File: src/rtl/flagalu_pkg.sv
`timescale 1ns/1ps
package flagalu_pkg;

  typedef enum logic [2:0] {
    OP_ADD  = 3'd0,
    OP_SUB  = 3'd1,
    OP_AND  = 3'd2,
    OP_OR   = 3'd3,
    OP_XOR  = 3'd4,
    OP_CMP  = 3'd5,
    OP_RSV6 = 3'd6,
    OP_RSV7 = 3'd7
  } op_e;

  typedef enum logic [2:0] {
    CC_EQ   = 3'd0,
    CC_NE   = 3'd1,
    CC_LT   = 3'd2,
    CC_GE   = 3'd3,
    CC_LE   = 3'd4,
    CC_GT   = 3'd5,
    CC_NV6  = 3'd6,
    CC_NV7  = 3'd7
  } cc_e;

  typedef struct packed {
    logic sf;
    logic zf;
    logic of;
  } flags_t;

  localparam int OP_W = 3;
  localparam int CC_W = 3;

  function automatic logic op_is_arith(input logic [OP_W-1:0] op);
    return (op == OP_ADD) || (op == OP_SUB) || (op == OP_CMP);
  endfunction

  function automatic logic op_is_logic(input logic [OP_W-1:0] op);
    return (op == OP_AND) || (op == OP_OR) || (op == OP_XOR);
  endfunction

endpackage

File: src/rtl/flagalu_arith.sv
`timescale 1ns/1ps
// Signed add/subtract with overflow detection. WIDE_CMP picks the
// detection method: wide exact sum compared with its truncation, or the
// operand/result sign rule.
module flagalu_arith #(
  parameter int W        = 32,
  parameter bit WIDE_CMP = 1'b1
) (
  input  logic [W-1:0] a,
  input  logic [W-1:0] b,
  input  logic         sub,
  output logic [W-1:0] res,
  output logic         ovf
);
  localparam int XW = 2 * W;

  generate
    if (WIDE_CMP) begin : g_wide
      logic [XW-1:0] xa, xb, xs, xt;
      always_comb begin
        xa  = {{W{a[W-1]}}, a};
        xb  = {{W{b[W-1]}}, b};
        xs  = sub ? (xa - xb) : (xa + xb);
        res = xs[W-1:0];
        xt  = {{W{xs[W-1]}}, xs[W-1:0]};
        ovf = (xs != xt);
      end
    end else begin : g_sign
      logic [W-1:0] bb;
      always_comb begin
        bb  = sub ? ~b : b;
        res = a + bb + {{(W-1){1'b0}}, sub};
        ovf = (a[W-1] == bb[W-1]) && (res[W-1] != a[W-1]);
      end
    end
  endgenerate
endmodule

File: src/rtl/flagalu_logic.sv
`timescale 1ns/1ps
module flagalu_logic #(
  parameter int W = 32
) (
  input  logic [W-1:0] a,
  input  logic [W-1:0] b,
  input  logic [2:0]   op,
  output logic [W-1:0] res
);
  import flagalu_pkg::*;

  always_comb begin
    unique case (op)
      OP_AND:  res = a & b;
      OP_OR:   res = a | b;
      OP_XOR:  res = a ^ b;
      default: res = '0;
    endcase
  end
endmodule

File: src/rtl/flagalu_flags.sv
`timescale 1ns/1ps
module flagalu_flags (
  input  logic                    clk,
  input  logic                    rst,
  input  logic                    we,
  input  flagalu_pkg::flags_t     nxt,
  output flagalu_pkg::flags_t     cur
);
  always_ff @(posedge clk) begin
    if (rst)     cur <= '0;
    else if (we) cur <= nxt;
  end
endmodule

File: src/rtl/flagalu_cond.sv
`timescale 1ns/1ps
module flagalu_cond (
  input  flagalu_pkg::flags_t fl,
  input  logic [2:0]          sel,
  output logic                taken
);
  import flagalu_pkg::*;

  logic less;

  always_comb begin
    less = fl.sf ^ fl.of;
    unique case (sel)
      CC_EQ:   taken = fl.zf;
      CC_NE:   taken = !fl.zf;
      CC_LT:   taken = less;
      CC_GE:   taken = !less;
      CC_LE:   taken = fl.zf || less;
      CC_GT:   taken = !fl.zf && !less;
      default: taken = 1'b0;
    endcase
  end
endmodule

File: src/rtl/flagalu_core.sv
`timescale 1ns/1ps
module flagalu_core #(
  parameter int W        = 32,
  parameter bit WIDE_CMP = 1'b1
) (
  input  logic         clk,
  input  logic         rst,
  input  logic         in_valid,
  output logic         in_ready,
  input  logic [2:0]   in_op,
  input  logic [W-1:0] in_a,
  input  logic [W-1:0] in_b,
  input  logic         in_flag_we,
  output logic         out_valid,
  input  logic         out_ready,
  output logic [W-1:0] out_result,
  output logic         out_wb,
  output logic         flag_sf,
  output logic         flag_zf,
  output logic         flag_of,
  input  logic [2:0]   cond_sel,
  output logic         cond_true
);
  import flagalu_pkg::*;

  logic [W-1:0] ar_res, lg_res, sel_res;
  logic         ar_ovf, ar_sub;
  logic         sel_wb, sel_legal;
  logic         accept, flag_we;
  flags_t       nxt_fl, cur_fl;

  assign ar_sub = (in_op == OP_SUB) || (in_op == OP_CMP);

  flagalu_arith #(.W(W), .WIDE_CMP(WIDE_CMP)) u_arith (
    .a(in_a), .b(in_b), .sub(ar_sub), .res(ar_res), .ovf(ar_ovf)
  );

  flagalu_logic #(.W(W)) u_logic (
    .a(in_a), .b(in_b), .op(in_op), .res(lg_res)
  );

  always_comb begin
    sel_res   = '0;
    sel_wb    = 1'b0;
    sel_legal = 1'b0;
    nxt_fl    = '0;
    if (op_is_arith(in_op)) begin
      sel_res   = ar_res;
      sel_wb    = (in_op != OP_CMP);
      sel_legal = 1'b1;
      nxt_fl.sf = ar_res[W-1];
      nxt_fl.zf = (ar_res == '0);
      nxt_fl.of = ar_ovf;
    end else if (op_is_logic(in_op)) begin
      sel_res   = lg_res;
      sel_wb    = 1'b1;
      sel_legal = 1'b1;
      nxt_fl.sf = lg_res[W-1];
      nxt_fl.zf = (lg_res == '0);
      nxt_fl.of = 1'b0;
    end
  end

  assign in_ready = !out_valid || out_ready;
  assign accept   = in_valid && in_ready;
  assign flag_we  = accept && in_flag_we && sel_legal;

  always_ff @(posedge clk) begin
    if (rst) begin
      out_valid  <= 1'b0;
      out_result <= '0;
      out_wb     <= 1'b0;
    end else if (accept) begin
      out_valid  <= 1'b1;
      out_result <= sel_res;
      out_wb     <= sel_wb;
    end else if (out_ready) begin
      out_valid  <= 1'b0;
    end
  end

  flagalu_flags u_flags (
    .clk(clk), .rst(rst), .we(flag_we), .nxt(nxt_fl), .cur(cur_fl)
  );

  flagalu_cond u_cond (
    .fl(cur_fl), .sel(cond_sel), .taken(cond_true)
  );

  assign flag_sf = cur_fl.sf;
  assign flag_zf = cur_fl.zf;
  assign flag_of = cur_fl.of;
endmodule

File: config.mk
export PLATFORM = sky130hd
export DESIGN_NAME = flagalu_core
export DESIGN_NICKNAME = d
export VERILOG_FILES = /design/src/rtl/flagalu_pkg.sv /design/src/rtl/flagalu_arith.sv /design/src/rtl/flagalu_logic.sv /design/src/rtl/flagalu_flags.sv /design/src/rtl/flagalu_cond.sv /design/src/rtl/flagalu_core.sv
export SDC_FILE = /design/constraint.sdc
export NUM_CORES = 1
export LEC_CHECK = 0
export BUFFER_PORTS_ARGS = -buffer_cell sky130_fd_sc_hd__buf_2
export CORE_UTILIZATION = 43
export CTS_CLUSTER_DIAMETER = 30
export DETAILED_ROUTE_END_ITERATION = 10
export PLACE_DENSITY_LB_ADDON = 0.25
export SLEW_MARGIN = 20
export SYNTH_ARGS = -nofsm -noshare
export SYNTH_HDL_FRONTEND = slang
export SYNTH_SLANG_ARGS = --single-unit
export TNS_END_PERCENT = 100
File: constraint.sdc
create_clock -name clk -period 10.6 [get_ports clk]
set_clock_uncertainty 0.05 [all_clocks]
set_input_delay 0.53 -clock clk [delete_from_list [all_inputs] [get_ports clk]]
set_output_delay 0.53 -clock clk [all_outputs]
set_load 0.01 [all_outputs]
==> Yosys cells after proc, flatten, opt, wreduce, memory -nomap -nowiden <==
Index checks and enable logic that the tools add are counted.
W data, S select, Z words.
{ "totals": {"regBits": 37, "in_bits": 75, "out_inout_bits": 39, "wordCells": 55} }
{ "classes": {"addsub": 2, "eq_ne": 12, "mux": 12, "bitwise_logic": 4, "n_reduce_logical": 19} }
{ "ops": {"columns": ["op", "count"], "rows": [
  ["$pmux W32 S3", 1],
  ["$logic_not A32 Y1", 2],
  ["$mux W32", 2],
  ["$mux W64", 1],
  ["$add A32 B32 Y33", 1],
  ["$sub A32 B32 Y33", 1],
  ["$and A32 B32 Y32", 1],
  ["$ne A32 B32 Y1", 1],
  ["$or A32 B32 Y32", 1],
  ["$xor A32 B32 Y32", 1],
  ["$eq A3 B2 Y1 const B", 4],
  ["$eq A3 B3 Y1 const B", 4],
  ["$logic_or A1 B1 Y1", 7],
  ["$eq A3 B1 Y1 const B", 2],
  ["$logic_not A3 Y1", 2],
  ["$mux W3", 2],
  ["$pmux W1 S6", 1],
  ["$mux W1", 5],
  ["$logic_and A1 B1 Y1", 4],
  ["$logic_not A1 Y1", 3],
  ["$ne A3 B3 Y1 const B", 1],
  ["$reduce_bool A2 Y1", 1],
  ["$xor A1 B1 Y1", 1]
]} }

==> Logic depth before layout (Yosys ltp) <==
{ "depth": {"word_depth": 6, "depth_mapped": 20, "ltp_nobuf": 20} }

==> By module <==
Synthesis repeated with hierarchy kept, for this count alone.
{ "hier_totals": {"hier_cells": 782, "area_unflattened_um2": 6049.6} }
{ "by_module_without_submodules": {"columns": ["mod", "n_inst", "cells_per_inst", "area_per_inst_um2", "seq_area_each_um2"], "rows": [
  ["flagalu_arith", 1, 337, 2293.4, 0.0],
  ["flagalu_core", 1, 188, 1838.0, 680.7],
  ["flagalu_logic", 1, 240, 1750.4, 0.0],
  ["flagalu_flags", 1, 9, 101.3, 60.1],
  ["flagalu_cond", 1, 8, 66.3, 0.0]
]} }

==> Least setup slack after synthesis <==
No wires, ideal clock.
{ "synth_timing": {"path_type": "input to register", "startpoint": "input port in_b[0]", "endpoint": "register out_result[30]", "setup_ns": 0.120, "t_arrival_ns": 4.390, "t_required_ns": 10.430, "path_slack_ns": 6.041, "stages": 20, "path_buffers": 0, "cell_sequence": "inv_1 > nand2_1 > nor4_1 > nand4_1 > nor3_2 > nand2_1 > or4_1 > nor3_2 > a21oi_1 > xnor2_1 > ha_1 > a21oi_1 > nand2_1 > or3_1 > or3_1 > a31o_2 > a21oi_1 > xnor2_1 > nor2_1 > o31a_1"} }
{ "synth_via": {"elab_chain_cells": 3, "word_cells_on_any_way": 4, "classes_between": "add/sub (2); mux (2)"} }
{ "synth_rtl": {"columns": ["element", "line", "source"], "rows": [
  ["start: declaration", "flagalu_core.sv:12", "input logic [W-1:0] in_b,"],
  ["$add A32 B32 Y33 / $sub A32 B32 Y33 (equally long branches)", "flagalu_arith.sv:23", "xs = sub ? (xa - xb) : (xa + xb);"],
  ["$mux W64 *", "flagalu_arith.sv:23", null],
  ["$mux W32 *", "flagalu_core.sv:47", "if (op_is_arith(in_op)) begin"],
  ["end signal: assignment", "flagalu_core.sv:75", "out_result <= sel_res;"],
  ["end: declaration", "flagalu_core.sv:16", "output logic [W-1:0] out_result,"]
]} }
Mark *: on every way between the ends. The rest lies on a longest branch, timed or not.
A chain may end at the register's enable or synchronous reset.

==> Worst setup path in the final report <==
{ "layout_timing": {"startpoint": "input port in_op[0]", "endpoint": "register u_flags.cur[1] (netlist name)"} }
{ "layout_via": {"elab_chain_cells": 6, "word_cells_on_any_way": 20, "classes_between": "eq/ne (5); mux (6); reduce/logical (9)"} }
{ "layout_rtl": {"columns": ["element", "line", "source"], "rows": [
  ["start: declaration", "flagalu_core.sv:10", "input logic [2:0] in_op,"],
  ["branches (longest 6 deep; another with $pmux W32 S3)", null, null],
  ["end signal: assignment", "flagalu_flags.sv:11", "else if (we) cur <= nxt;"],
  ["end: declaration", "flagalu_flags.sv:7", "output flagalu_pkg::flags_t cur"]
]} }
Several ways; the timed one is not identified.

==> results.sh <==
export IMPL_synth_avg_cell_area_um2=7.33
export IMPL_synth_edf_count=0
export IMPL_rows=42
export IMPL_final_layout_size_suffix_gt1_share_pct=17.4
export IMPL_type_of_element_capturing_the_critical_path="flop"
export IMPL_vias=6211
export IMPL_crit_path_max_incr_delay_ns=0.71
export IMPL_htreeDepth=2
export IMPL_worst_pin_slew_ns=0.904
export IMPL_worst_path_most_repeated_cell="sky130_fd_sc_hd__buf_4"
export IMPL_reg2reg_depth=10
export IMPL_synth_sequential_area_ratio_pct=12.5
export IMPL_powerDensity_mw_per_mm2=101
export IMPL_design_portCount=114
export IMPL_crit_required_ns=10.77
export IMPL_setup_viol=0
export IMPL_clk_latency_ns=0.28
export IMPL_min_to="out_result[13]"
export IMPL_die_height_um=120
export IMPL_regToRegSetupSlack_ns=7.79
export IMPL_avgRoutedWirePerCell_um=17.0
export IMPL_wirelength_um=18300
export IMPL_p_int_uw=385
export IMPL_p_leak_uw=0.00315
export IMPL_design_core_area_mm2=0.0133
export IMPL_holdWs_ns=0.418
export IMPL_route_detailed_vias_per_inst=5.77
export IMPL_syn_cell_area_mm2=0.00594
export IMPL_run_status="completed"
export IMPL_timing_critical_path_fanout_max=47
export IMPL_cts_repair_resized=0
export IMPL_nNetsFinal=1073
export IMPL_mappedNetlistNets=984
export IMPL_tritoncts_num_buffers=5
export IMPL_numPortBuffers=113
export IMPL_post_route_util_pct=50.5
export IMPL_timing_setup_critical_path_class="in -> reg"
export IMPL_crit_chain="buf_2, buf_4, clkinv_1, buf_4, nor2_1, buf_4, mux2i_1, fa_1, a211oi_1, o21ai_1, o211ai_1, a211oi_1, nor2_1, xnor2_1, nor4_1, nand4_1, nor4_2, a41o_1"
export IMPL_clkSinkCount=37
export IMPL_cts_repair_timing_setup_buffer_count=0
export IMPL_area_growth_from_synthesis_to_layout_pct=13.4
export IMPL_hold_path_startpoint="out_result[13]"
export IMPL_synthArstFlopShare_pct=0
export IMPL_setup_total_negative_slack_ns=0
export IMPL_timing_hold_worst_class="reg -> reg"
export IMPL_top_reg_cell_synth="sky130_fd_sc_hd__dfxtp_1"
export IMPL_clock_pin_transition_on_the_worst_setup_and_hold_timing_paths_ns=0.06
export IMPL_rsz0062_at_grt="no"
export IMPL_timing_critical_path_slowest_stage_cell="sky130_fd_sc_hd__nor2_1"
export IMPL_clkPwrFrac_pct=20.9
export IMPL_vdd_drop_max_mv=0.0701
export IMPL_route_antenna_remaining_nets=0
export IMPL_clock_fmax_mhz=190
export IMPL_worst_reg2reg_path_startpoint="out_valid"
export IMPL_crit_reg2reg_capture="u_flags.cur[1]"
export IMPL_cap_violations=0
export IMPL_initial_utilization_pct=44.5
export IMPL_first_pass_iters=6
export IMPL_timing_slew_headroom_pct=39.5
export IMPL_insertedDiodeCount=0
export IMPL_final_min_period_over_clock_period_pct=49.7
export IMPL_grt_pass1_vias=5685
export IMPL_syn_inst=811
export IMPL_cts_root_to_sink_buffers=2
export IMPL_synth_ff_latch_count=37
export IMPL_yosysWarningCount=0
export IMPL_pin_count_of_the_biggest_net_entering_global_routing=52
export IMPL_replace_congestion=0.935
export IMPL_grt_pass1_wl_um=29700
export IMPL_post_cts_hold_buffer_count=0
export IMPL_combinational_group_share_of_total_power_pct=55.7
export IMPL_swShare_pct=43.3
export IMPL_place_hpwl_um=14700
export IMPL_number_of_antenna_violations_at_the_first_check_in_global_routing=0
export IMPL_worst_hold_path_cell_count=2
export IMPL_report_final_hold_viol_count=0
export IMPL_arrival_ns=5.44
export IMPL_globalRouteOverflowTotal=0
export IMPL_netSwitchingPower_uw=294
export IMPL_drcViolationCount=0
export IMPL_fp_dieW_um=120
export IMPL_final_min_clock_period_ns=5.27
export IMPL_ys_types=77
export IMPL_start_kind="primary input"
export IMPL_cts_tree="built"
export IMPL_cts_root_buffer_cell="sky130_fd_sc_hd__clkbuf_16"
export IMPL_drt_iter0_drc=568
export IMPL_share_of_total_power_in_sequential_cells_pct=23.4
export IMPL_design_die_area_mm2=0.0143
export IMPL_grt_usage_pct=25.8
export IMPL_count_of_final_max_slew_check_failures=0
-- how the worst max path moves through the flow --
stage / cells after the start / slack, ns / startpoint / end
2_1_floorplan: 20 / 6.04 / in_b[0] / out_result[30]
3_3_place_gp: 18 / 5.16 / in_op[0] / u_flags.cur[1]
3_5_place_dp: 21 / 5.15 / in_b[0] / out_result[30]
4_1_cts: 21 / 5.42 / in_b[0] / out_result[30]
5_1_grt: 18 / 4.92 / in_op[0] / u_flags.cur[0]
6_report: 18 / 5.33 / in_op[0] / u_flags.cur[1]
-- power groups by stage --
| stage | Sequential (uW) | Clock (uW) | Combinational [uW] |
|---|---|---|---|
| 2_1_floorplan | 167 | 0 | 263 |
| 3_3_place_gp | 161 | 0 | 371 |
| 4_1_cts | 159 | 143 | 374 |
| 3_5_place_dp | 162 | 0 | 372 |
| 5_1_grt | 160 | 149 | 419 |
| 6_report | 159 | 142 | 379 |
-- cells in the mapped netlist, types with 3 or more instances --
cell	count	area, um2
sky130_fd_sc_hd__ha_1	97	1210
sky130_fd_sc_hd__and3_1	5	31.3
sky130_fd_sc_hd__buf_1	4	15.0
sky130_fd_sc_hd__nor3_1	17	85.1
sky130_fd_sc_hd__a31oi_1	13	81.3
sky130_fd_sc_hd__o21ai_1	3	15.0
sky130_fd_sc_hd__or3_1	4	25.0
sky130_fd_sc_hd__nor4_1	9	56.3
sky130_fd_sc_hd__inv_1	79	297
sky130_fd_sc_hd__nor4_2	3	37.5
sky130_fd_sc_hd__a22oi_1	7	52.6
sky130_fd_sc_hd__nand3b_1	3	22.5
sky130_fd_sc_hd__a21o_1	12	90.1
sky130_fd_sc_hd__o21ai_0	59	295
sky130_fd_sc_hd__o31ai_1	4	30.0
sky130_fd_sc_hd__nor3_2	4	40.0
sky130_fd_sc_hd__nor3b_1	3	22.5
sky130_fd_sc_hd__a311oi_1	8	70.1
sky130_fd_sc_hd__o211ai_2	3	37.5
sky130_fd_sc_hd__a221o_1	3	30.0
sky130_fd_sc_hd__dfxtp_1	37	741
sky130_fd_sc_hd__nand3_1	14	70.1
sky130_fd_sc_hd__and4_1	3	26.3
sky130_fd_sc_hd__nand2_1	64	240
sky130_fd_sc_hd__nand4_1	11	68.8
sky130_fd_sc_hd__clkbuf_1	27	101
sky130_fd_sc_hd__o211ai_1	10	75.1
sky130_fd_sc_hd__a22o_1	5	43.8
sky130_fd_sc_hd__or4_1	3	22.5
sky130_fd_sc_hd__o31a_1	5	43.8
sky130_fd_sc_hd__nand2b_1	8	50.1
sky130_fd_sc_hd__buf_6	4	45.0
sky130_fd_sc_hd__and2_1	6	37.5
sky130_fd_sc_hd__a221oi_1	10	87.6
sky130_fd_sc_hd__xor2_1	16	140
sky130_fd_sc_hd__xnor2_1	46	403
sky130_fd_sc_hd__a211oi_1	24	180
sky130_fd_sc_hd__a21oi_1	53	265
sky130_fd_sc_hd__nor2_1	78	293
-- cells in the final DEF, fill, tap and decap left out, types with 5 or more instances in the layout --
cell                        instances
sky130_fd_sc_hd__a211oi_1          24
sky130_fd_sc_hd__xnor2_1           46
sky130_fd_sc_hd__clkbuf_16          5
sky130_fd_sc_hd__inv_1             79
sky130_fd_sc_hd__a21o_1            12
sky130_fd_sc_hd__nand3_1           14
sky130_fd_sc_hd__xor2_1            16
sky130_fd_sc_hd__and3_1             5
sky130_fd_sc_hd__nand2b_1           8
sky130_fd_sc_hd__nor2_1            77
sky130_fd_sc_hd__dfxtp_1           37
sky130_fd_sc_hd__a31oi_1           13
sky130_fd_sc_hd__o211ai_1          10
sky130_fd_sc_hd__nand4_1           11
sky130_fd_sc_hd__a221oi_1          10
sky130_fd_sc_hd__and2_1             6
sky130_fd_sc_hd__a311oi_1           8
sky130_fd_sc_hd__buf_2            113
sky130_fd_sc_hd__nand2_1           64
sky130_fd_sc_hd__buf_4              7
sky130_fd_sc_hd__a21oi_1           53
sky130_fd_sc_hd__ha_1              97
sky130_fd_sc_hd__nor3_1            17
sky130_fd_sc_hd__a22o_1             5
sky130_fd_sc_hd__nor4_1             9
sky130_fd_sc_hd__o31a_1             5
sky130_fd_sc_hd__a22oi_1            7
sky130_fd_sc_hd__o21ai_0           59
-- registers in the layout (all words and copies together), names as in the netlist --
register	cells
out_valid	1
u_flags.cur	3
out_result	32
out_wb	1
-- per-layer routing --
metal,GRT usage [%],share of wire [%]
met5,0,0
met4,5.63,1.4
met3,2.14,6.4
met2,40.5,43
met1,38.1,49
-- critical path: cells and delay by family --
family	cells	cell delay [ns]
xor+xnor	1	0.17
buf+inv	5	1.18
compound gates	5	1.24
fa+ha+maj	1	0.30
mux	1	0.33
simple gates	5	1.63
-- cell families after synthesis --
logic type      synth area share, %
compound gates                 28.4
flops                          12.5
xor+xnor                       9.14
mux                           0.337
buf+inv                        8.17
fa+ha+maj                      20.8
simple gates                   20.8
-- stage by stage --
stage,setup slack [ns],cell area (um2),cells,total power [uW]
6_report,5.33,6740,1077,679
5_1_grt,4.92,6740,1077,727
4_1_cts,5.42,6740,1077,675
3_5_place_dp,5.15,6600,1069,533
3_3_place_gp,5.16,6600,1069,532
2_1_floorplan,6.04,5940,811,429
-- area by class of cell --
| type | instances | area [um2] |
|---|---|---|
| Timing Repair Buffer | 120 | 618 |
| Multi-Input combinational cell | 656 | 4720 |
| Clock buffer | 5 | 125 |
| Tap cell | 176 | 220 |
| Sequential cell | 37 | 741 |
| Inverter | 80 | 300 |
| Fill cell | 1373 | 6610 |
| Clock inverter | 3 | 17.5 |
Power figures use the tool's default switching activity.
